## src/rtl/lreq_pkg.sv

```systemverilog
package lreq_pkg;

    localparam int KIND_W = 3;
    localparam int LSPD_W = 2;
    localparam int XSPD_W = 3;

    typedef enum logic [KIND_W-1:0] {
        RQ_IMM  = 3'd0,
        RQ_ISO  = 3'd1,
        RQ_PRI  = 3'd2,
        RQ_FAIR = 3'd3,
        RQ_CAT  = 3'd4,
        RQ_RD   = 3'd5,
        RQ_WR   = 3'd6,
        RQ_ACC  = 3'd7
    } rq_kind_e;

    typedef enum logic [2:0] {
        ST_IDLE,
        ST_KIND,
        ST_BODY,
        ST_DECIDE,
        ST_STOP
    } fsm_e;

    function automatic logic is_bus(input logic [KIND_W-1:0] k);
        return k <= 3'(RQ_CAT);
    endfunction

endpackage

```

## src/rtl/lreq_frame_fsm.sv

```systemverilog
module lreq_frame_fsm
    import lreq_pkg::*;
#(
    parameter int ADDR_W = 4,
    parameter int DATA_W = 8
) (
    input  logic                clk_i,
    input  logic                rst_i,
    input  logic                lreq_i,
    output logic                frm_valid_o,
    output logic [KIND_W-1:0]   frm_kind_o,
    output logic [XSPD_W-1:0]   frm_code_o,
    output logic [ADDR_W-1:0]   frm_addr_o,
    output logic [DATA_W-1:0]   frm_data_o,
    output logic                frm_flag_o
);

    localparam int PAY_W = ADDR_W + DATA_W;
    localparam int CNT_W = $clog2(PAY_W + 1);

    typedef struct packed {
        fsm_e              st;
        logic [CNT_W-1:0]  cnt;
        logic [KIND_W-1:0] kind;
        logic [PAY_W-1:0]  body;
        logic              valid;
        logic [KIND_W-1:0] okind;
        logic [XSPD_W-1:0] code;
        logic [ADDR_W-1:0] addr;
        logic [DATA_W-1:0] data;
        logic              flag;
    } fsm_s;

    localparam fsm_s FSM_RST = '{st: ST_IDLE, default: '0};

    fsm_s fsm_q, fsm_d;

    function automatic logic [CNT_W-1:0] body_len(input logic [KIND_W-1:0] k);
        case (k)
            RQ_RD:   return CNT_W'(ADDR_W);
            RQ_WR:   return CNT_W'(PAY_W);
            RQ_ACC:  return CNT_W'(1);
            default: return CNT_W'(XSPD_W);
        endcase
    endfunction

    always_comb begin
        fsm_d       = fsm_q;
        fsm_d.valid = 1'b0;
        case (fsm_q.st)
            ST_IDLE: begin
                if (lreq_i) begin
                    fsm_d.st  = ST_KIND;
                    fsm_d.cnt = '0;
                end
            end
            ST_KIND: begin
                fsm_d.kind = {fsm_q.kind[KIND_W-2:0], lreq_i};
                if (fsm_q.cnt == CNT_W'(KIND_W - 1)) begin
                    fsm_d.st   = ST_BODY;
                    fsm_d.cnt  = '0;
                    fsm_d.body = '0;
                end else begin
                    fsm_d.cnt = fsm_q.cnt + 1'b1;
                end
            end
            ST_BODY: begin
                fsm_d.body = {fsm_q.body[PAY_W-2:0], lreq_i};
                if (fsm_q.cnt == body_len(fsm_q.kind) - 1'b1) begin
                    fsm_d.st = is_bus(fsm_q.kind) ? ST_DECIDE : ST_STOP;
                end else begin
                    fsm_d.cnt = fsm_q.cnt + 1'b1;
                end
            end
            ST_DECIDE: begin
                fsm_d.valid = 1'b1;
                fsm_d.okind = fsm_q.kind;
                fsm_d.addr  = '0;
                fsm_d.data  = '0;
                fsm_d.flag  = 1'b0;
                if (lreq_i) begin
                    // short frame: this bit opens the next request
                    fsm_d.code = {fsm_q.body[XSPD_W-1 -: LSPD_W], 1'b0};
                    fsm_d.st   = ST_KIND;
                    fsm_d.cnt  = '0;
                end else begin
                    fsm_d.code = fsm_q.body[XSPD_W-1:0];
                    fsm_d.st   = ST_IDLE;
                end
            end
            ST_STOP: begin
                fsm_d.valid = 1'b1;
                fsm_d.okind = fsm_q.kind;
                fsm_d.code  = '0;
                fsm_d.flag  = fsm_q.body[0];
                fsm_d.addr  = '0;
                fsm_d.data  = '0;
                if (fsm_q.kind == RQ_RD) begin
                    fsm_d.addr = fsm_q.body[ADDR_W-1:0];
                end else if (fsm_q.kind == RQ_WR) begin
                    fsm_d.addr = fsm_q.body[PAY_W-1:DATA_W];
                    fsm_d.data = fsm_q.body[DATA_W-1:0];
                end
                fsm_d.st = ST_IDLE;
            end
            default: fsm_d = FSM_RST;
        endcase
    end

    always_ff @(posedge clk_i) begin
        if (rst_i) fsm_q <= FSM_RST;
        else       fsm_q <= fsm_d;
    end

    assign frm_valid_o = fsm_q.valid;
    assign frm_kind_o  = fsm_q.okind;
    assign frm_code_o  = fsm_q.code;
    assign frm_addr_o  = fsm_q.addr;
    assign frm_data_o  = fsm_q.data;
    assign frm_flag_o  = fsm_q.flag;

    AST_STROBE_SINGLE: assert property (@(posedge clk_i) disable iff (rst_i)
        fsm_q.valid |=> !fsm_q.valid) else $error("strobe longer than one cycle");

    AST_RESET_IDLE: assert property (@(posedge clk_i) disable iff (rst_i)
        $past(rst_i) |-> (fsm_q.st == ST_IDLE && !fsm_q.valid)) else $error("not idle after reset");

    AST_DECIDE_AFTER_BODY: assert property (@(posedge clk_i) disable iff (rst_i)
        (fsm_q.st == ST_DECIDE) |-> $past(fsm_q.st) == ST_BODY) else $error("decide without body");

endmodule

```

## src/rtl/lreq_speed_map.sv

```systemverilog
module lreq_speed_map #(
    parameter int CODE_W = 3
) (
    input  logic [CODE_W-1:0] code_i,
    output logic [1:0]        speed_o,
    output logic              null_o
);

    localparam logic [CODE_W-1:0] TOP_CODE = CODE_W'(1) << (CODE_W - 1);

    always_comb begin
        null_o  = code_i > TOP_CODE;
        speed_o = null_o ? 2'd2 : code_i[CODE_W-1 -: 2];
    end

endmodule

```

## src/rtl/lreq_arb_policy.sv

```systemverilog
module lreq_arb_policy
    import lreq_pkg::*;
(
    input  logic              clk_i,
    input  logic              rst_i,
    input  logic              frm_valid_i,
    input  logic [KIND_W-1:0] frm_kind_i,
    input  logic [1:0]        speed_i,
    input  logic              null_i,
    input  logic              flag_i,
    input  logic              cfg_accel_en_i,
    input  logic              cfg_mspeed_en_i,
    output logic              accel_o,
    output logic              concat_o
);

    typedef struct packed {
        logic       armed;
        logic       have_last;
        logic       last_null;
        logic [1:0] last_spd;
    } pol_s;

    pol_s pol_q, pol_d;
    logic bus, same_spd;

    always_comb begin
        bus      = is_bus(frm_kind_i);
        same_spd = pol_q.have_last && !pol_q.last_null && !null_i
                   && (speed_i == pol_q.last_spd);
        accel_o  = frm_valid_i && bus && cfg_accel_en_i && pol_q.armed;
        concat_o = frm_valid_i && (frm_kind_i == RQ_CAT)
                   && (cfg_mspeed_en_i || same_spd);

        pol_d = pol_q;
        if (frm_valid_i && frm_kind_i == RQ_ACC) begin
            pol_d.armed = flag_i;
        end
        if (frm_valid_i && bus) begin
            pol_d.have_last = 1'b1;
            pol_d.last_null = null_i;
            pol_d.last_spd  = speed_i;
        end
    end

    always_ff @(posedge clk_i) begin
        if (rst_i) pol_q <= '0;
        else       pol_q <= pol_d;
    end

    AST_CONCAT_SPEED_MATCH: assert property (@(posedge clk_i) disable iff (rst_i)
        (concat_o && !cfg_mspeed_en_i) |-> (speed_i == pol_q.last_spd)) else $error("concat speed");

    AST_ARM_CLEARED: assert property (@(posedge clk_i) disable iff (rst_i)
        $past(rst_i) |-> !pol_q.armed) else $error("arm survives reset");

endmodule

```

## src/rtl/lreq_decoder.sv

```systemverilog
module lreq_decoder
    import lreq_pkg::*;
#(
    parameter int ADDR_W = 4,
    parameter int DATA_W = 8
) (
    input  logic              clk_i,
    input  logic              rst_i,
    input  logic              lreq_i,
    input  logic              cfg_accel_en_i,
    input  logic              cfg_mspeed_en_i,
    output logic              req_valid_o,
    output logic [2:0]        req_kind_o,
    output logic [1:0]        req_speed_o,
    output logic              req_null_o,
    output logic [ADDR_W-1:0] req_addr_o,
    output logic [DATA_W-1:0] req_data_o,
    output logic              req_accel_o,
    output logic              req_concat_o
);

    logic              frm_valid;
    logic [KIND_W-1:0] frm_kind;
    logic [XSPD_W-1:0] frm_code;
    logic              frm_flag;
    logic [1:0]        spd;
    logic              nul;

    lreq_frame_fsm #(
        .ADDR_W (ADDR_W),
        .DATA_W (DATA_W)
    ) fsm_i (
        .clk_i       (clk_i),
        .rst_i       (rst_i),
        .lreq_i      (lreq_i),
        .frm_valid_o (frm_valid),
        .frm_kind_o  (frm_kind),
        .frm_code_o  (frm_code),
        .frm_addr_o  (req_addr_o),
        .frm_data_o  (req_data_o),
        .frm_flag_o  (frm_flag)
    );

    lreq_speed_map #(
        .CODE_W (XSPD_W)
    ) map_i (
        .code_i  (frm_code),
        .speed_o (spd),
        .null_o  (nul)
    );

    lreq_arb_policy pol_i (
        .clk_i           (clk_i),
        .rst_i           (rst_i),
        .frm_valid_i     (frm_valid),
        .frm_kind_i      (frm_kind),
        .speed_i         (spd),
        .null_i          (nul),
        .flag_i          (frm_flag),
        .cfg_accel_en_i  (cfg_accel_en_i),
        .cfg_mspeed_en_i (cfg_mspeed_en_i),
        .accel_o         (req_accel_o),
        .concat_o        (req_concat_o)
    );

    assign req_valid_o = frm_valid;
    assign req_kind_o  = frm_kind;
    assign req_speed_o = spd;
    assign req_null_o  = frm_valid && nul;

    AST_NULL_BUS_ONLY: assert property (@(posedge clk_i) disable iff (rst_i)
        req_null_o |-> (req_valid_o && req_kind_o <= 3'd4)) else $error("null on non-bus");

    AST_REG_NO_SPEED: assert property (@(posedge clk_i) disable iff (rst_i)
        (req_valid_o && req_kind_o > 3'd4) |-> (req_speed_o == 2'd0 && !req_null_o)) else $error("speed on register frame");

    AST_ACCEL_NEEDS_CFG: assert property (@(posedge clk_i) disable iff (rst_i)
        req_accel_o |-> cfg_accel_en_i) else $error("accel without enable");

    AST_CONCAT_ONLY_CAT: assert property (@(posedge clk_i) disable iff (rst_i)
        req_concat_o |-> (req_valid_o && req_kind_o == 3'd4)) else $error("concat on other kind");

endmodule

```

## config.mk

```make
export PLATFORM = sky130hd
export DESIGN_NAME = lreq_decoder
export DESIGN_NICKNAME = d
export VERILOG_FILES = /design/src/rtl/lreq_pkg.sv /design/src/rtl/lreq_frame_fsm.sv /design/src/rtl/lreq_speed_map.sv /design/src/rtl/lreq_arb_policy.sv /design/src/rtl/lreq_decoder.sv
export SDC_FILE = /design/constraint.sdc
export NUM_CORES = 1
export LEC_CHECK = 0
export BUFFER_PORTS_ARGS = -buffer_cell sky130_fd_sc_hd__buf_2
export CELL_PAD_IN_SITES_DETAIL_PLACEMENT = 1
export CELL_PAD_IN_SITES_GLOBAL_PLACEMENT = 2
export CORE_ASPECT_RATIO = 2
export CORE_MARGIN = 3
export CORE_UTILIZATION = 37
export DETAILED_ROUTE_END_ITERATION = 7
export GPL_ROUTABILITY_DRIVEN = 0
export GPL_TIMING_DRIVEN = 0
export PLACE_DENSITY_LB_ADDON = 0.1
export REMOVE_ABC_BUFFERS = 1
export SYNTH_ARGS = -nofsm -noshare
export SYNTH_HDL_FRONTEND = slang
export SYNTH_SLANG_ARGS = --single-unit
export TNS_END_PERCENT = 1
```

## constraint.sdc

```tcl
create_clock -name clk_i -period 3.4 [get_ports clk_i]
set_input_delay 0.34 -clock clk_i [delete_from_list [all_inputs] [get_ports clk_i]]
set_output_delay 0.34 -clock clk_i [all_outputs]
set_load 0.02 [all_outputs]
```

==> results.yml <==
status:
  outcome: "completed"
placement:
  dpl.hpwl_um: 3888
  pre_cts_ws_ns: 0.8046
  placed_cell_area_sq_um: 2181
  io_buffer_count: 25
  dpl.cell_count: 307
timing:
  hold_violations: 0
  finClkSkew_ns: 0.006035
  final-setup-viol-count: 0
  tightest_slew_ns: 1.328
  min_period_ns: 2.563
  rsz0062_at_grt: "no"
  maxSlewHeadroom: 0.1078
  setup_ws_ns: 0.8367
  period_share: 0.7539
  slew_viol_final: 0
  clock.fmax_mhz: 390.1
  fin_setup_tns_ns: 0
synth:
  synth_area_sq_um: 2166
  synthArstFlopShare: 0
  synth.distinct_cells: 50
  ys.flop_type: "dfxtp_1"
  ys_warn_count: 0
  ys_ff_latch: 47
  synth_top_area_share: 0.4344
  synth_area_per_cell_sq_um: 8.595
  synth_area_leaders: "dfxtp_1 43%, a22oi_1 6.9%, nor2_1 6.8%, buf_4 5.5%, a21oi_1 4.4%"
  synth_cells: 252
  synth_edf_count: 0
  synth_area_leader_cell: "dfxtp_1"
  ys_seq_area_frac: 0.4344
worst_setup_path:
  cp_data_arrival_time_ns: 2.81
  worstPathMaxFanout: 15
  r2r-end: "fsm_i.frm_addr_o[1]$_SDFFE_PP0P_"
  r2r_slack_ns: 0.84
  crit_required_ns: 3.64
  worstPathCellList: "nor2_2 > nand2_1 > nor3_1 > a222oi_1 > nor2_1"
  slowest_delay_ns: 1.07
  critPathKind: "reg2reg"
  critical_path.endpoint_type: "flip-flop"
  slowest_stage: "nor3_1"
  reg2reg_from: "fsm_i.fsm_q[39]$_SDFFE_PP0P_"
  startpoint_type: "flip-flop"
  ff2ff_path_depth: 5
power_and_ir_drop:
  p_per_area_nw_per_um2: 586.4
  ir_worst_vdd_mv: 0.3878
  leakagePower_nw: 0.9063
hold_path:
  holdPathStages: 3
  hold_start: "lreq_i"
  worst_hold_path.endpoint: "fsm_i.fsm_q[20]$_SDFFE_PP0P_"
  hp-class: "in2reg"
drt:
  drtAntennaViolNets: 0
  via_per_inst: 5.667
  vias: 1785
  wire_per_inst_um: 16.77
  drc: 0
  firstDrtPassIters: 4
  routed_wirelength_um: 5284
  drtIter0Drc: 52
floorplan:
  die_w_um: 60.10
  initial_core_util: 0.3893
  die_area_sq_um: 6863
  die_y_um: 114.2
  io-pin-count: 26
  row_count: 38
  core_area_sq_um: 5563
final_layout:
  nets: 261
  fillers: 670
  drive_above_1_share: 0.1451
  seq_area_sq_um: 940.9
  multiInputGateArea_sq_um: 1002
  final_common_cell: "dfxtp_1"
  diodes: 0
  design_area_sq_um: 2281
  area_growth_pct: 5.315
  final_cells: 315
  layout_common_cells: "47 x dfxtp_1, 39 x nor2_1, 25 x buf_2"
clock_network:
  cts_hold_buf: 0
  cts_tree: "done"
  cts.sinks: 47
  cts.htree.levels: 2
  cts_repair_resize_count: 0
  clkSlewWorstSetupHoldPaths_ns: 0.09
  postCtsSetupBuffers: 0
  clock_latency_ns: 0.30
  numCtsBuffers: 5
  cts-root-buf: "clkbuf_8"
  cts_max_path_buffers: 2
job:
  maxCapViolCount: 0
grt:
  grt_max_degree: 38
  grt_overflow: 0
  grt_pass1_vias: 1811
  antenna_found_initial: 0
  track_usage: 0.1697
  grt_pass1_wl_um: 8721
## sequential cells by signal (all words and copies together) (netlist names)
name	count
fsm_i.fsm_q	22
fsm_i.frm_data_o	8
pol_i.pol_q	5
fsm_i.frm_addr_o	4
fsm_i.frm_code_o	3
fsm_i.frm_kind_o	3
fsm_i.frm_flag_o	1
fsm_i.frm_valid_o	1
## area by class of cell
type,count,area share
Timing Repair Buffer,25,0.05485
Tap cell,60,0.03291
Multi-Input combinational cell,165,0.4394
Clock buffer,8,0.04388
Inverter,10,0.01646
Sequential cell,47,0.4125
## worst max-delay path, delay by kind of cell (launching register included)
| kind | cells | cell delay [ns] |
|---|---|---|
| flip-flops | 1 | 0.50 |
| AND/OR/NAND/NOR | 4 | 1.79 |
| AO/OA/AOI/OAI | 1 | 0.21 |
## stage by stage
step	total power (W)	hold slack, ns	util
after global routing	0.001417	0.3638	0.4100
after global placement	0.0009817	0.4478	0.3920
after floorplan	0.0008654	0.4091	-
after CTS	0.001357	0.3406	0.4100
after detailed placement	0.0009844	0.4586	0.3920
final	0.001338	0.3515	0.4100
## synthesized netlist by cell type, drive strengths merged, types with 4 or more instances
library cell,n
nand3,9
o21ai,7
clkbuf,8
nor2,40
a22oi,20
a222oi,4
inv,10
a21oi,19
nand2,12
nor2b,5
mux2i,4
buf,22
dfxtp,47
## where the power goes
part | switching (W) | internal (W)
logic | 0.000211 | 0.0000995
registers | 0.0000819 | 0.000577
clock network | 0.000182 | 0.000186
## metal layers
layer	wire length [um]	share of wire	GRT usage	vias to the layer above
li1	-	-	-	883
met1	2072	0.39	0.1746	862
met2	2920	0.55	0.3158	30
met3	190	0.036	0.04176	10
met4	100	0.019	0.05769	0
met5	0	0	0	-
## cells by family (layout without fill, tap and decap cells)
kind of cell / Yosys count / after routing / synth area share
AND/OR/NAND/NOR: 89 / 89 / 0.2034
AO/OA/AOI/OAI: 67 / 67 / 0.2172
flip-flops: 47 / 47 / 0.4344
buffers and inverters: 40 / 43 / 0.1028
multiplexers: 4 / 4 / 0.01849
XOR/XNOR: 3 / 3 / 0.01213
adder cells (fa/ha/maj): 2 / 2 / 0.01155
## how the worst max path moves through the flow
stage	start	endpoint	slack, ns	cells after the start
6_report	fsm_i.fsm_q[39]$_SDFFE_PP0P_	fsm_i.frm_addr_o[1]$_SDFFE_PP0P_	0.84	5
5_1_grt	fsm_i.fsm_q[39]$_SDFFE_PP0P_	fsm_i.frm_data_o[5]$_SDFFE_PP0P_	0.54	5
4_1_cts	fsm_i.fsm_q[39]$_SDFFE_PP0P_	fsm_i.frm_addr_o[2]$_SDFFE_PP0P_	0.78	5
3_5_place_dp	fsm_i.fsm_q[39]$_SDFFE_PP0P_	fsm_i.frm_addr_o[1]$_SDFFE_PP0P_	0.80	5
3_3_place_gp	fsm_i.fsm_q[39]$_SDFFE_PP0P_	fsm_i.frm_addr_o[2]$_SDFFE_PP0P_	0.80	5
2_1_floorplan	fsm_i.fsm_q[40]$_SDFFE_PP0P_	fsm_i.fsm_q[36]$_SDFFE_PP0P_	1.49	5
(Power assumes the default switching activity.)
